$ cat src/rtl/sdram_fe_pkg.sv
package sdram_fe_pkg;

    localparam int NUM_BANKS   = 4;
    localparam int ROW_W       = 12;
    localparam int COL_W       = 9;
    localparam int BYTES       = 2;
    localparam int AP_BIT      = 10;
    localparam int RD_MASK_LAT = 2;

    typedef enum logic [2:0] {
        CMD_NOP  = 3'd0,
        CMD_ACT  = 3'd1,
        CMD_RD   = 3'd2,
        CMD_WR   = 3'd3,
        CMD_PRE  = 3'd4,
        CMD_REF  = 3'd5,
        CMD_SREF = 3'd6
    } cmd_e;

    function automatic cmd_e decode_strobes(input logic cs_n, input logic ras_n,
                                            input logic cas_n, input logic we_n,
                                            input logic cke);
        cmd_e c;
        c = CMD_NOP;
        if (!cs_n) begin
            case ({ras_n, cas_n, we_n})
                3'b011:  c = CMD_ACT;
                3'b101:  c = CMD_RD;
                3'b100:  c = CMD_WR;
                3'b010:  c = CMD_PRE;
                3'b001:  c = cke ? CMD_REF : CMD_SREF;
                default: c = CMD_NOP;
            endcase
        end
        return c;
    endfunction

    function automatic logic is_access(input cmd_e c);
        return (c == CMD_RD) || (c == CMD_WR);
    endfunction

endpackage

$ cat src/rtl/sdram_cmd_decode.sv
module sdram_cmd_decode
    import sdram_fe_pkg::*;
(
    input  logic cs_n,
    input  logic ras_n,
    input  logic cas_n,
    input  logic we_n,
    input  logic cke,
    input  logic accept,
    input  logic bank_hit,
    output cmd_e cmd_eff,
    output logic miss
);
    cmd_e raw;

    always_comb begin
        raw     = decode_strobes(cs_n, ras_n, cas_n, we_n, cke);
        miss    = accept && is_access(raw) && !bank_hit;
        cmd_eff = (!accept || miss) ? CMD_NOP : raw;
    end
endmodule

$ cat src/rtl/sdram_bank_table.sv
module sdram_bank_table
    import sdram_fe_pkg::*;
#(
    parameter int NB   = NUM_BANKS,
    parameter int RW   = ROW_W,
    parameter int APB  = AP_BIT,
    localparam int BAW = $clog2(NB)
) (
    input  logic                   clk,
    input  logic                   rst,
    input  cmd_e                   cmd,
    input  logic [BAW-1:0]         ba,
    input  logic [RW-1:0]          addr,
    output logic [NB-1:0]          open_flags,
    output logic [NB-1:0][RW-1:0]  rows
);
    for (genvar g = 0; g < NB; g++) begin : g_bank
        logic sel;
        assign sel = (ba == BAW'(g));

        always_ff @(posedge clk) begin
            if (rst) begin
                open_flags[g] <= 1'b0;
                rows[g]       <= '0;
            end else begin
                case (cmd)
                    CMD_ACT: if (sel) begin
                        open_flags[g] <= 1'b1;
                        rows[g]       <= addr;
                    end
                    CMD_PRE: if (sel || addr[APB]) open_flags[g] <= 1'b0;
                    CMD_RD, CMD_WR: if (sel && addr[APB]) open_flags[g] <= 1'b0;
                    default: ;
                endcase
            end
        end
    end
endmodule

$ cat src/rtl/sdram_rd_mask_pipe.sv
module sdram_rd_mask_pipe
    import sdram_fe_pkg::*;
#(
    parameter int NBYTES = BYTES,
    parameter int LAT    = RD_MASK_LAT
) (
    input  logic              clk,
    input  logic              rst,
    input  logic [NBYTES-1:0] mask,
    output logic [NBYTES-1:0] oe
);
    logic [LAT-1:0][NBYTES-1:0] stage;

    for (genvar s = 0; s < LAT; s++) begin : g_stage
        always_ff @(posedge clk) begin
            if (rst)        stage[s] <= '0;
            else if (s == 0) stage[s] <= ~mask;
            else            stage[s] <= stage[(s == 0) ? 0 : s-1];
        end
    end

    assign oe = stage[LAT-1];
endmodule

$ cat src/rtl/sdram_frontend.sv
module sdram_frontend
    import sdram_fe_pkg::*;
#(
    parameter int NB   = NUM_BANKS,
    parameter int RW   = ROW_W,
    parameter int CW   = COL_W,
    parameter int NBY  = BYTES,
    localparam int BAW = $clog2(NB)
) (
    input  logic           clk,
    input  logic           rst,
    input  logic           cke,
    input  logic           cs_n,
    input  logic           ras_n,
    input  logic           cas_n,
    input  logic           we_n,
    input  logic [RW-1:0]  addr,
    input  logic [BAW-1:0] ba,
    input  logic [NBY-1:0] dqm,
    output logic [2:0]     cmd_o,
    output logic [BAW-1:0] bank_o,
    output logic [RW-1:0]  row_o,
    output logic [CW-1:0]  col_o,
    output logic           auto_pre_o,
    output logic [NBY-1:0] wr_be_o,
    output logic [NBY-1:0] rd_oe_o,
    output logic           err_o,
    output logic [NB-1:0]  bank_open_o,
    output logic           sref_o,
    output logic           suspend_o
);
    logic                 cke_q, sref_q, accept, miss;
    cmd_e                 cmd_eff;
    logic [NB-1:0][RW-1:0] rows;

    assign accept = cke_q && !sref_q;

    sdram_cmd_decode u_dec (
        .cs_n(cs_n), .ras_n(ras_n), .cas_n(cas_n), .we_n(we_n), .cke(cke),
        .accept(accept), .bank_hit(bank_open_o[ba]),
        .cmd_eff(cmd_eff), .miss(miss)
    );

    sdram_bank_table #(.NB(NB), .RW(RW), .APB(AP_BIT)) u_banks (
        .clk(clk), .rst(rst), .cmd(cmd_eff), .ba(ba), .addr(addr),
        .open_flags(bank_open_o), .rows(rows)
    );

    sdram_rd_mask_pipe #(.NBYTES(NBY), .LAT(RD_MASK_LAT)) u_rdmask (
        .clk(clk), .rst(rst), .mask(dqm), .oe(rd_oe_o)
    );

    always_ff @(posedge clk) begin
        if (rst) begin
            cke_q      <= 1'b1;
            sref_q     <= 1'b0;
            cmd_o      <= CMD_NOP;
            bank_o     <= '0;
            row_o      <= '0;
            col_o      <= '0;
            auto_pre_o <= 1'b0;
            wr_be_o    <= '0;
            err_o      <= 1'b0;
        end else begin
            cke_q      <= cke;
            if (sref_q && cke)              sref_q <= 1'b0;
            else if (cmd_eff == CMD_SREF)   sref_q <= 1'b1;
            cmd_o      <= cmd_eff;
            err_o      <= miss;
            bank_o     <= (cmd_eff == CMD_NOP) ? '0 : ba;
            auto_pre_o <= is_access(cmd_eff) && addr[AP_BIT];
            col_o      <= is_access(cmd_eff) ? addr[CW-1:0] : '0;
            wr_be_o    <= (cmd_eff == CMD_WR) ? ~dqm : '0;
            if (cmd_eff == CMD_ACT)       row_o <= addr;
            else if (is_access(cmd_eff))  row_o <= rows[ba];
            else                          row_o <= '0;
        end
    end

    assign sref_o    = sref_q;
    assign suspend_o = !cke_q && !sref_q;
endmodule

$ cat config.mk
export PLATFORM = sky130hd
export DESIGN_NAME = sdram_frontend
export DESIGN_NICKNAME = d
export VERILOG_FILES = /design/src/rtl/sdram_fe_pkg.sv /design/src/rtl/sdram_cmd_decode.sv /design/src/rtl/sdram_bank_table.sv /design/src/rtl/sdram_rd_mask_pipe.sv /design/src/rtl/sdram_frontend.sv
export SDC_FILE = /design/constraint.sdc
export NUM_CORES = 1
export LEC_CHECK = 0
export ABC_AREA = 1
export BUFFER_PORTS_ARGS = -buffer_cell sky130_fd_sc_hd__buf_2
export CORE_MARGIN = 2
export CORE_UTILIZATION = 45
export CTS_CLUSTER_SIZE = 40
export DETAILED_ROUTE_END_ITERATION = 6
export PLACE_DENSITY = 0.66
export REMOVE_ABC_BUFFERS = 1
export SLEW_MARGIN = 20
export SYNTH_ARGS = -nofsm -noshare
export SYNTH_HDL_FRONTEND = slang
export SYNTH_SLANG_ARGS = --single-unit
$ cat constraint.sdc
create_clock -name clk -period 1.4 [get_ports clk]
set_clock_uncertainty 0.2 [all_clocks]
set_input_delay 0.21 -clock clk [delete_from_list [all_inputs] [get_ports clk]]
set_output_delay 0.21 -clock clk [all_outputs]
set_load 0.01 [all_outputs]
### Word level (Yosys, flattened, before mapping)

Index checks and enable logic that the tools add are counted.

* memories: 0
* output and inout bits: 38
* latch bits: 0
* RAM bits: 0
* ROM bits: 0
* flip-flop bits (word level): 88
* input bits: 23

* bitwise logic cells: 3
* shift-type cells: 0
* order comparisons: 1
* add/subtract/negate cells: 0
* equal/unequal tests: 27
* reduce and logical (&&, ||, !) cells: 37
* div/mod/pow operators: 0
* mux-type cells: 26
* multipliers: 0

Operators by type and width (number)
* 12-bit two-way mux: 3
* 12-bit binary-select mux with 2-bit select: 1
* 2-bit by 1-bit inequality test with 1-bit output (second input constant): 12
* 3-bit by 2-bit == test with 1-bit output (second input constant): 6
* 4-bit AND reduction: 4
* 3-bit one-hot mux with 5 select lines: 1
* 1-bit two-way mux: 13
* 3-bit == test (second input constant): 4
* 1-bit one-hot mux with 3 select lines: 4
* 1-bit logical AND: 10
* 2-bit OR reduction: 5
* 2-bit AND reduction: 4
* 1-bit logical OR: 7
* 3-bit by 1-bit == test with 1-bit output (second input constant): 2
* 3-bit two-way mux: 2
* 2-bit == test (second input constant): 2
* 1-bit zero test: 4
* 3-bit zero test: 1
* 2-bit by 3-bit < comparator with 1-bit output (second input constant): 1
* 3-bit nonzero test: 1
* 1-bit binary-select mux with 2-bit select: 1
* 2-bit by 1-bit == test with 1-bit output (second input constant): 1
* 2-bit zero test: 1
* 2-bit two-way mux: 1
* other kinds (2): 3

### Logic depth before layout (Yosys ltp)

Gate-level depths: netlist (run 1).

* depth after elaboration: 13
* mapped depth: 12

### By module

Synthesis (run 1) repeated with hierarchy kept, for this count alone.

* cell total of the unflattened synthesis: 496
* area, all modules: 3654.8 um2

Modules (own cells, without submodules)
* sdram_bank_table: area an instance 2003.2 um2, cells an instance 257, instances 1
* sdram_frontend: area an instance 1418.9 um2, cells an instance 206, instances 1
* sdram_rd_mask_pipe: area an instance 117.6 um2, cells an instance 12, instances 1
* sdram_cmd_decode: area an instance 115.1 um2, cells an instance 21, instances 1

### Worst setup path after synthesis (run 1)

Ideal clock, no wire load.

* kind: reg2reg
* start point: register sref_q (netlist: sref_o)
* end point: register col_o[0]
* clock period less this slack: 1.605 ns
* data arrival time: 1.286 ns
* setup slack: -0.205 ns
* cell stages (with the launch flop): 11
* library setup time: 0.118 ns
* required time: 1.082 ns
* cell sequence: dfxtp_1 > nor2_2 > nand3_1 > nor2_1 > nand3_1 > nand3_1 > inv_1 > nand2_1 > inv_2 > nand2_2 > nor2_1

* cells in the longest elaborated chain, start to end: 10
* elaborated cells between the ends (all ways): 12

RTL lines
* start, declared: line sdram_frontend.sv:32 `logic cke_q, sref_q, accept, miss;`
* start signal, assigned: line sdram_frontend.sv:56 `sref_q <= 1'b0;`
* start signal, assigned: line sdram_frontend.sv:66 `if (sref_q && cke) sref_q <= 1'b0;`
* start signal, assigned: line sdram_frontend.sv:67 `else if (cmd_eff == CMD_SREF) sref_q <= 1'b1;`
* 1-bit zero test (*): line sdram_frontend.sv:36 `assign accept = cke_q && !sref_q;`
* 1-bit logical AND (*): line sdram_frontend.sv:36
* 1-bit logical AND (2 in series): line sdram_cmd_decode.sv:18 `miss = accept && is_access(raw) && !bank_hit;`
* 1-bit logical OR (*): line sdram_cmd_decode.sv:19 `cmd_eff = (!accept || miss) ? CMD_NOP : raw;`
* 3-bit two-way mux (*): line sdram_cmd_decode.sv:19
* 3-bit by 2-bit == test with 1-bit output: line sdram_fe_pkg.sv:39 `return (c == CMD_RD) || (c == CMD_WR);`
* 1-bit logical OR (*): line sdram_fe_pkg.sv:39
* 1-bit NOT (no line) (*)
* 2-bit OR reduction (no line) (*)
* end signal, assigned: line sdram_frontend.sv:72 `col_o <= is_access(cmd_eff) ? addr[CW-1:0] : '0;`
* end, declared: line sdram_frontend.sv:23 `output logic [CW-1:0] col_o,`

Every way passes the cells marked *; elsewhere a longest branch is shown, timed or not.
A chain may end at the register's enable or synchronous reset.

### Worst setup path in the final report (run 1)

* start point: register cke_q
* end point: register u_banks.rows[6] (netlist bit)

* cells in the longest elaborated chain, start to end: 7
* elaborated cells between the ends (all ways): 8

RTL lines
* start, declared: line sdram_frontend.sv:32
* start signal, assigned: line sdram_frontend.sv:65 `cke_q <= cke;`
* 1-bit logical AND (*): line sdram_frontend.sv:36
* 1-bit logical AND (2 in series): line sdram_cmd_decode.sv:18
* 1-bit logical OR (*): line sdram_cmd_decode.sv:19
* 3-bit two-way mux (*): line sdram_cmd_decode.sv:19
* 3-bit by 1-bit == test with 1-bit output (*): line sdram_bank_table.sv:26 `case (cmd)`
* 2-bit AND reduction (no line) (*)
* end signal, assigned by index: line sdram_bank_table.sv:29 `rows[g] <= addr;`
* end, declared: line sdram_bank_table.sv:15 `output logic [NB-1:0][RW-1:0] rows`

Marks and branches as above.

==> impl_metrics.csv, run 1 <==
group,metric,value,unit
power,power.share.combinational,0.136,
routing,top_layer_used,"met4",
hold_path,holdPathEnd,"col_o[6]",
grt,overflow,0,
clock_network,clock_latency,0.36,ns
timing,setup_viol,83,
timing,worst_pin_slew,0.2849,ns
routing,vias,3449,
grt,grt_use_total,0.2230,
floorplanning,die_area,8641,um^2
critical_path,cp_max_fo,20,
floorplanning,die_x,92.96,um
hold_path,holdPathStages,3,
timing,worst_slack,-0.3291,ns
clock_network,cts_sinks,88,
clock_network,cts-root-buf,"clkbuf_8",
final_layout,drive_gt1_frac,0.3565,
floorplanning,num_rows,32,
clock_network,clk_pin_slew,0.09,ns
yosys,syn_inst,457,
power,ir_worst_vdd,706.3,uV
power,p_int,4.018,mW
routing,routed_wl,9.426,mm
critical_path,critical_path_arrival,1.79,ns
final_layout,mostFrequentLayoutCells,"dfxtp_1, nor2_1, nand2_1, buf_2, buf_4",
yosys,yosysUniqueCellTypes,25,
clock_network,clockBufferDepth,2,
power,clkPwrFrac,0.378,
final_layout,nFillCells,678,
timing,max_freq,578.3,MHz
yosys,ys_seq_area_frac,0.4947,
power,p_leak,2.261,nW
place,gp_congestion,0.8292,
routing,drc,0,
clock_network,tritoncts,"built",
power,powerDensity,1065,nW/um^2
power,power.net_switching,1.378,mW
critical_path,cp-start-kind,"flip-flop",
timing,slew_viol_final,0,
routing,met2_length,4.736,mm
final_layout,fin_nets,593,
critical_path,timing.rr.end,"u_banks.rows[6]",
final_layout,areaGrowthSynthToFinish,42.23,%
hold_path,min_path_type,"primary input to flip-flop",
final_layout,antennaDiodeCount,0,
floorplanning,io_pins,61,
critical_path,worstPathRequired,1.46,ns
critical_path,reg2reg_slack,-0.33,ns
routing,wl_per_cell,13.92,um
clock_network,htreeDepth,3,
job,drv_cap,0,
run_status,outcome,"complete, but fails checks",
yosys,synth.cell_area,3561,um^2
routing,wl_met1,4.208,mm
yosys,synth_seq_cells,88,
routing,drt_iter0_drc,200,
place,dpl.hpwl,5.859,mm
yosys,avgSynthCellArea,7.792,um^2
power,netSwitchingFraction,0.2555,
run_status,violations,"setup timing",
grt,grt_pass1_vias,3358,
timing,rsz0062_at_grt,"yes",
grt,grt_max_degree,49,
critical_path,r2r_start,"cke_q",
timing,finalHoldViolations,0,
grt,grt_pass1_wl,15.48,mm
place,pre_cts_ws,-0.6152,ns
routing,ant_nets,0,
critical_path,crit_path_end_kind,"flip-flop",
timing,fin_crit,1.729,ns
routing,drtPass1Iterations,4,
timing,post-route-period-util,1.235,
yosys,yosys_warnings,0,
critical_path,critPathKind,"flip-flop to flip-flop",
floorplanning,core_region_area,7687,um^2
critical_path,reg2reg_depth,8,
routing,vias_per_cell,5.095,
power,p_seq_frac,0.485,
final_layout,final_common_cell,"dfxtp_1",
grt,antenna_found_initial,0,
routing,wl_met3,348,um
floorplanning,die_h,92.96,um
timing,slew-limit-headroom,0.8101,
hold_path,worstHoldStart,"addr[6]",
clock_network,numCtsBuffers,9,
place,portBuffers,60,
floorplanning,start_util,0.4632,
power,power.total,5.396,mW
final cells by class:
class                   instances  area [um^2]  area share
repair buffers                131         1016      0.2006
multi-input cells             300         1764      0.3483
clock inverters                 5        86.33     0.01705
clock buffers                  11        151.4     0.02989
inverters                      40        152.6     0.03014
well taps                     102        127.6     0.02520
flip-flops and latches         88         1767      0.3488
flip-flops by register name, indices dropped and copies added, names as in the netlist:
signal and cells:
u_rdmask.oe 2, row_o 12, col_o 9, u_banks.rows 48, u_banks.open_flags 4, wr_be_o 2, cke_q 1, err_o 1
auto_pre_o 1, bank_o 2, cmd_o 3, u_rdmask.stage 2, sref_o 1
power groups by stage:
stage / sequential [mW] / combinational [mW] / clock [mW]
global route: 2.63 / 0.806 / 2.17
CTS: 2.62 / 0.680 / 2.06
floorplan: 2.69 / 0.266 / 0
global placement: 2.67 / 0.584 / 0
detailed placement: 2.67 / 0.595 / 0
finish: 2.62 / 0.736 / 2.04
through the flow:
stage            util  setup TNS, ns  cells  hold slack (ns)  instance area (um^2)
2_1_floorplan       -         -45.89    428          0.07669                  3406
3_3_place_gp   0.5599         -34.07    641           0.1822                  4304
3_5_place_dp   0.5599         -37.23    641           0.1886                  4304
4_1_cts        0.6320         -19.88    673         0.008745                  4858
5_1_grt        0.6589         -28.62    677          0.02695                  5065
6_report       0.6589         -21.14    677          0.01327                  5065
cell usage after synthesis, drive strengths merged:
master / count / area (um^2)
a211oi: 37 / 317.8
a21oi: 32 / 160.2
a22oi: 12 / 90.09
buf: 20 / 121.4
clkbuf: 9 / 33.78
clkinv: 1 / 3.750
dfxtp: 88 / 1762
inv: 39 / 146.4
nand2: 68 / 257.8
nand3: 20 / 100.1
nand3b: 1 / 7.510
nand4: 7 / 50.05
nor2: 94 / 365.3
nor3: 6 / 30.03
o21ai: 23 / 115.1
worst max-delay path, stage by stage, from the launching register on:
cell and delay [ns]:
dfxtp_2 0.34, inv_2 0.04, nor2_4 0.15, nand4_4 0.20, buf_12 0.20, nor2_4 0.09, buf_12 0.17, nor2_1 0.05
a211oi_1 0.18
layer usage:
| metal | track usage | up-vias |
|---|---|---|
| met5 | 0 | - |
| met1 | 0.2809 | 1625 |
| li1 | - | 1735 |
| met3 | 0.03255 | 12 |
| met2 | 0.3841 | 77 |
| met4 | 0.08701 | 0 |
worst max-delay path by stage:
stage | startpoint | to | slack, ns | cells after the start
detailed placement | cas_n | u_banks.open_flags[2] | -0.62 | 11
global placement | cas_n | row_o[1] | -0.59 | 10
global route | cke_q | u_banks.open_flags[1] | -0.41 | 11
floorplan | ba[1] | u_banks.rows[25] | -0.77 | 6
CTS | cke_q | u_banks.open_flags[2] | -0.33 | 11
finish | cke_q | u_banks.rows[6] | -0.33 | 8
repair_timing:
item                                    in CTS  in global routing
endpoints found under the setup margin      85                 88
hold buffers                                12                  0
hold endpoints to repair                    19                  0
gates resized for setup                     45                 48
setup buffers                                5                  3
pin swaps                                   12                 10
gates cloned                                 0                  1
kinds of logic (layout without fill, tap and decap cells):
kind of cell / after synthesis / after routing / synth area share
DFF: 88 / 88 / 0.4947
AOI/OAI and AO/OA: 104 / 104 / 0.1918
and+or+nand+nor: 196 / 196 / 0.2277
buffers and inverters: 69 / 187 / 0.08573
No activity file was read; power rests on OpenSTA's default activity.
==> inputs of run 2 (changes only) <==
- CELL_PAD_IN_SITES_DETAIL_PLACEMENT: default -> 1
- CELL_PAD_IN_SITES_GLOBAL_PLACEMENT: default -> 1
- CORE_UTILIZATION: 45 -> 38
- CTS_BUF_LIST: default -> sky130_fd_sc_hd__clkbuf_8
- PLACE_DENSITY: 0.66 -> 0.74
==> impl_metrics.csv, run 2 (synthesis results as in run 1) <==
group,metric,value,unit
final_layout,areaGrowthSynthToFinish,53.44,%
final_layout,fin_nets,604,
power,p_int,3.627,mW
timing,hold_slack,0.02958,ns
timing,rsz0062_at_grt,"yes",
final_layout,final_common_cell,"dfxtp_1",
critical_path,cp-startpoint,"u_banks.open_flags[1]",
floorplanning,io_pins,61,
timing,fin_crit,1.868,ns
power,ir_worst_vdd,591.5,uV
routing,vias_per_cell,5.571,
power,netSwitchingFraction,0.3090,
floorplanning,start_util,0.3891,
grt,grt_pass1_wl,18.61,mm
power,power.net_switching,1.622,mW
run_status,outcome,"complete, but fails checks",
power,power.share.combinational,0.176,
final_layout,antennaDiodeCount,0,
grt,grt_use_total,0.2378,
critical_path,critical_path_arrival,1.94,ns
place,pre_cts_ws,-0.6092,ns
floorplanning,core_region_area,9153,um^2
grt,overflow,0,
timing,slew_viol_final,0,
final_layout,largestRegisters,"u_banks.rows (48), row_o (12), col_o (9)",
grt,grt_pass1_vias,3720,
clock_network,htreeDepth,3,
clock_network,cts-root-buf,"clkbuf_8",
floorplanning,die_x,100.8,um
place,dpl.hpwl,6.921,mm
floorplanning,num_rows,35,
critical_path,worstPathRequired,1.47,ns
place,dp.cells,646,
power,p_leak,2.345,nW
final_layout,largest_reg_flops,48,
hold_path,holdPathStages,4,
power,power.total,5.250,mW
timing,setup_viol,85,
clock_network,clk_pin_slew,0.10,ns
clock_network,tritoncts,"built",
final_layout,fin_area,5464,um^2
routing,ant_nets,0,
timing,finalHoldViolations,0,
place,gp_congestion,0.7857,
critical_path,timing.rr.end,"u_banks.open_flags[2]",
final_layout,mostFrequentLayoutCells,"dfxtp_1, nand2_1, buf_2, nor2_1, buf_4",
timing,post-route-period-util,1.334,
place,place_area,4273,um^2
power,powerDensity,960.8,nW/um^2
hold_path,worstHoldStart,"addr[9]",
floorplanning,die_area,10160,um^2
routing,drc,0,
clock_network,cts_sinks,88,
power,clkPwrFrac,0.323,
job,drv_cap,0,
timing,max_freq,535.3,MHz
grt,grt_max_degree,33,
routing,vias,3883,
critical_path,cp-start-kind,"flip-flop",
place,portBuffers,60,
hold_path,holdPathEnd,"row_o[9]",
timing,slew-limit-headroom,0.6659,
run_status,violations,"setup timing",
clock_network,clockBufferDepth,2,
floorplanning,die_h,100.8,um
routing,drtPass1Iterations,5,
critical_path,reg2reg_slack,-0.47,ns
critical_path,critPathKind,"flip-flop to flip-flop",
final_layout,fin_cells,697,
critical_path,reg2reg_depth,13,
grt,antenna_found_initial,0,
final_layout,fin_util,0.5970,
final_layout,nFillCells,1084,
routing,drt_iter0_drc,222,
timing,worst_pin_slew,0.5012,ns
final_layout,drive_gt1_frac,0.4488,
routing,wl_per_cell,21.51,um
final_layout,largest_register,"u_banks.rows",
power,p_seq_frac,0.502,
critical_path,r2r_start,"u_banks.open_flags[1]",
hold_path,min_path_type,"primary input to flip-flop",
timing,setup-tns-final,-26.71,ns
clock_network,numCtsBuffers,9,
clock_network,clock_latency,0.38,ns
routing,routed_wl,14.99,mm
critical_path,crit_path_end_kind,"flip-flop",
timing,worst_slack,-0.4681,ns
critical_path,cp_max_fo,4,
-- run 2: cell types whose count changed in the layout (fill, tap and decap cells not counted), sizes merged --
cell / delta
buf: +9
clkinv: +3
bufinv: -2
clkbuf: -1
clkinvlp: +1
dlygate4sd3: +1
-- run 2: critical path, cell delays in order, from the launching register on --
cell and delay (ns):
dfxtp_1 0.41, nand2_1 0.08, nand2_1 0.10, nand2_1 0.08
nand2_1 0.07, nand4_1 0.11, buf_6 0.16, inv_6 0.07
buf_6 0.11, nand2_2 0.07, nand2_2 0.07, nor2_2 0.04
nor2_1 0.12, nor2_1 0.07
-- run 2: layer usage --
| metal | vias up | routed length, um | global-route usage |
|---|---|---|---|
| li1 | 1767 | - | - |
| met1 | 1933 | 6113 | 0.2804 |
| met2 | 141 | 7657 | 0.4287 |
| met3 | 42 | 758 | 0.03606 |
| met4 | 0 | 464 | 0.09694 |
| met5 | - | 0 | 0 |
-- run 2: final cells by class --
| class | count | area [um^2] | share of cell area |
|---|---|---|---|
| clock buffers | 9 | 123.9 | 0.02267 |
| clock inverters | 7 | 57.56 | 0.01053 |
| inverters | 40 | 167.7 | 0.03068 |
| multi-input cells | 300 | 1988 | 0.3639 |
| flip-flops and latches | 88 | 1768 | 0.3236 |
| well taps | 111 | 138.9 | 0.02542 |
| repair buffers | 142 | 1220 | 0.2233 |
-- run 2: timing repair --
item,in CTS,in global routing
gates resized for setup,61,118
pin swaps,15,32
hold buffers,13,0
endpoints found under the setup margin,88,89
gates cloned,4,1
endpoints found under the hold margin,19,0
setup buffers,12,9
-- run 2: worst max-delay path by stage --
stage / end / slack, ns / cells after the start
2_1_floorplan: u_banks.rows[25] / -0.77 / 6
3_3_place_gp: row_o[6] / -0.55 / 10
3_5_place_dp: row_o[5] / -0.61 / 11
4_1_cts: u_banks.rows[15] / -0.33 / 9
5_1_grt: u_banks.open_flags[2] / -0.57 / 13
6_report: u_banks.open_flags[2] / -0.47 / 13
-- run 2: power groups by stage --
| stage | Combinational (mW) | Clock, mW | Sequential, mW |
|---|---|---|---|
| 3_3_place_gp | 0.584 | 0 | 2.67 |
| 2_1_floorplan | 0.266 | 0 | 2.69 |
| 3_5_place_dp | 0.605 | 0 | 2.68 |
| 5_1_grt | 0.981 | 1.80 | 2.64 |
| 4_1_cts | 0.732 | 1.70 | 2.62 |
| 6_report | 0.923 | 1.69 | 2.63 |
==> inputs of run 3 (changes only) <==
- PLACE_DENSITY: 0.74 -> 0.77
- SYNTH_HIERARCHICAL: default -> 1
==> impl_metrics.csv, run 3 <==
group,metric,value,unit
run_status,outcome,"complete, but fails checks",
run_status,violations,"setup timing",
power,ir_worst_vdd,1206,uV
routing,top_layer_used,"met4",
critical_path,worstPathRequired,1.52,ns
timing,fin_crit,2.479,ns
hold_path,worstHoldStart,"addr[10]",
clock_network,tritoncts,"built",
floorplanning,die_h,102.1,um
place,portBuffers,60,
yosys,synth.top_cell.area_share,0.4820,
yosys,yosysTopAreaCell,"dfxtp_1",
critical_path,crit_path_end_kind,"flip-flop",
routing,ant_nets,0,
critical_path,reg2reg_slack,-1.08,ns
routing,drt_iter0_drc,307,
routing,drtPass1Iterations,5,
job,drv_cap,0,
grt,grt_max_degree,29,
final_layout,fin_util,0.5846,
clock_network,cts-root-buf,"clkbuf_8",
floorplanning,io_pins,61,
clock_network,numCtsBuffers,9,
grt,antenna_found_initial,0,
floorplanning,core_region_area,9284,um^2
timing,post-route-period-util,1.770,
timing,slew-limit-headroom,0.3829,
timing,hold_slack,0.03034,ns
floorplanning,num_rows,35,
floorplanning,start_util,0.3937,
critical_path,reg2reg_depth,15,
clock_network,htreeDepth,3,
critical_path,critical_path_arrival,2.60,ns
timing,worst_pin_slew,0.9223,ns
routing,met2_length,8.527,mm
yosys,synth_seq_cells,88,
yosys,synth-edff-count,0,
yosys,ys.flop_type,"dfxtp_1",
yosys,yosysUniqueCellTypes,24,
yosys,synth.cell_area,3655,um^2
yosys,synth_most_common_cell,"nand2_1",
place,pre_cts_ws,-0.8345,ns
timing,max_freq,403.5,MHz
critical_path,timing.rr.end,"u_banks/rows[21]",
yosys,async_reset_ff_frac,0,
yosys,syn_inst,496,
timing,worst_slack,-1.079,ns
yosys,synthTopCellsByArea,"dfxtp_1, nand2_1, nand3_1",
timing,finalHoldViolations,0,
grt,grt_use_total,0.2864,
hold_path,holdPathStages,3,
place,dpl.hpwl,7.507,mm
power,p_leak,2.284,nW
clock_network,clockBufferDepth,2,
routing,wl_per_cell,23.07,um
critical_path,critPathKind,"flip-flop to flip-flop",
place,place_area,4205,um^2
hold_path,holdPathEnd,"u_banks/rows[22]",
final_layout,largest_register,"u_banks/rows",
clock_network,cts_sinks,88,
timing,setup_viol,84,
hold_path,min_path_type,"primary input to flip-flop",
yosys,avgSynthCellArea,7.368,um^2
final_layout,largestRegisters,"u_banks/rows (48), row_o (12), col_o (9)",
routing,routed_wl,17.32,mm
power,powerDensity,974.2,nW/um^2
routing,vias,4220,
routing,wl_met3,1.491,mm
final_layout,final_common_cell,"nand2_1",
routing,wl_met1,6.525,mm
grt,grt_pass1_vias,4166,
timing,slew_viol_final,0,
final_layout,fin_cells,751,
floorplanning,die_x,102.1,um
yosys,ys_seq_area_frac,0.4820,
final_layout,largest_reg_flops,48,
final_layout,mostFrequentLayoutCells,"nand2_1, dfxtp_1, nor2_1, buf_2, nand3_1",
timing,rsz0062_at_grt,"yes",
routing,drc,0,
place,gp_congestion,0.8482,
final_layout,antennaDiodeCount,0,
final_layout,fin_nets,640,
grt,overflow,0,
final_layout,nFillCells,1150,
final_layout,areaGrowthSynthToFinish,48.51,%
final_layout,fin_area,5428,um^2
yosys,yosys_warnings,6,
grt,grt_pass1_wl,22.11,mm
clock_network,clock_latency,0.38,ns
place,dp.cells,696,
routing,vias_per_cell,5.619,
critical_path,r2r_start,"u_banks/open_flags[2]",
final_layout,drive_gt1_frac,0.3859,
critical_path,cp_max_fo,8,
floorplanning,die_area,10420,um^2
clock_network,clk_pin_slew,0.11,ns
yosys,yosys-top-cells-count,"nand2_1, dfxtp_1, nor2_1, nand3_1, a21oi_1",
critical_path,cp-start-kind,"flip-flop",
run 3: cell types whose count changed in the layout (fill, tap and decap cells not counted), sizes merged, moves of 3 or more:
cell / delta
nand3: +47
buf: -11
nand2: +59
a211oi: -37
nor2: -14
nand4: -7
a22oi: -12
dlygate4sd3: +3
o21ai: +9
run 3: through the flow:
step	power (mW)	TNS (ns)
after global routing	5.428	-80.85
after global placement	3.105	-53.60
after floorplan	2.840	-50.76
after CTS	5.070	-47.01
after detailed placement	3.119	-58.15
final	5.288	-76.06
run 3: how the worst max path moves through the flow:
stage                                      from          endpoint  slack (ns)
final                     u_banks/open_flags[2]  u_banks/rows[21]       -1.08
after global routing      u_banks/open_flags[2]  u_banks/rows[32]       -1.13
after CTS                 u_banks/open_flags[2]  u_banks/rows[16]       -0.63
after detailed placement  u_banks/open_flags[2]  u_banks/rows[34]       -0.83
after global placement    u_banks/open_flags[2]  u_banks/rows[34]       -0.78
after floorplan                           ba[1]  u_banks/rows[34]       -0.78
run 3: area by class of cell:
type                            instances  area (um^2)  share of cell area
Clock buffer                           10        137.6             0.02536
Clock inverter                          6        67.56             0.01245
Inverter                               39        183.9             0.03389
Multi-Input combinational cell        344         1971              0.3631
Sequential cell                        88         1768              0.3257
Tap cell                              129        161.4             0.02974
Timing Repair Buffer                  134         1127              0.2077
Timing Repair inverter                  1        11.26            0.002075
run 3: report_power, final:
group,switching [mW],internal [mW]
registers,0.0249,2.55
logic,0.494,0.286
clock network,1.05,0.882
total,1.57,3.72
run 3: cell families (layout without fill, tap and decap cells):
| kind of cell | after synthesis | after routing | synth area share |
|---|---|---|---|
| simple gates | 276 | 278 | 0.3242 |
| flops | 88 | 88 | 0.4820 |
| compound gates | 66 | 66 | 0.09449 |
| buf+inv | 66 | 190 | 0.09928 |
run 3: what timing repair did:
action	CTS	global route
endpoints found under the hold margin	66	0
pin swaps	29	30
buffers inserted	14	14
endpoints found under the setup margin	87	89
cloned	2	2
hold buffers	16	0
resized for setup	69	98
run 3: critical path, stage by stage, from the launching register on:
cell and delay (ns):
dfxtp_2 0.38, nor2_2 0.06, nor2_1 0.15, o21ai_1 0.09, o21ai_1 0.11, inv_1 0.09
nand3_2 0.10, nand2_4 0.10, a21oi_4 0.15, buf_6 0.14, nand3_4 0.12, nor2_4 0.24
buf_6 0.19, buf_6 0.11, o21ai_2 0.05, nor2_1 0.12
run 3: per-layer routing:
metal,GRT usage,vias to the layer above
met3,0.04720,72
li1,-,1823
met1,0.3408,2067
met2,0.4894,258
met5,0,-
met4,0.1631,0
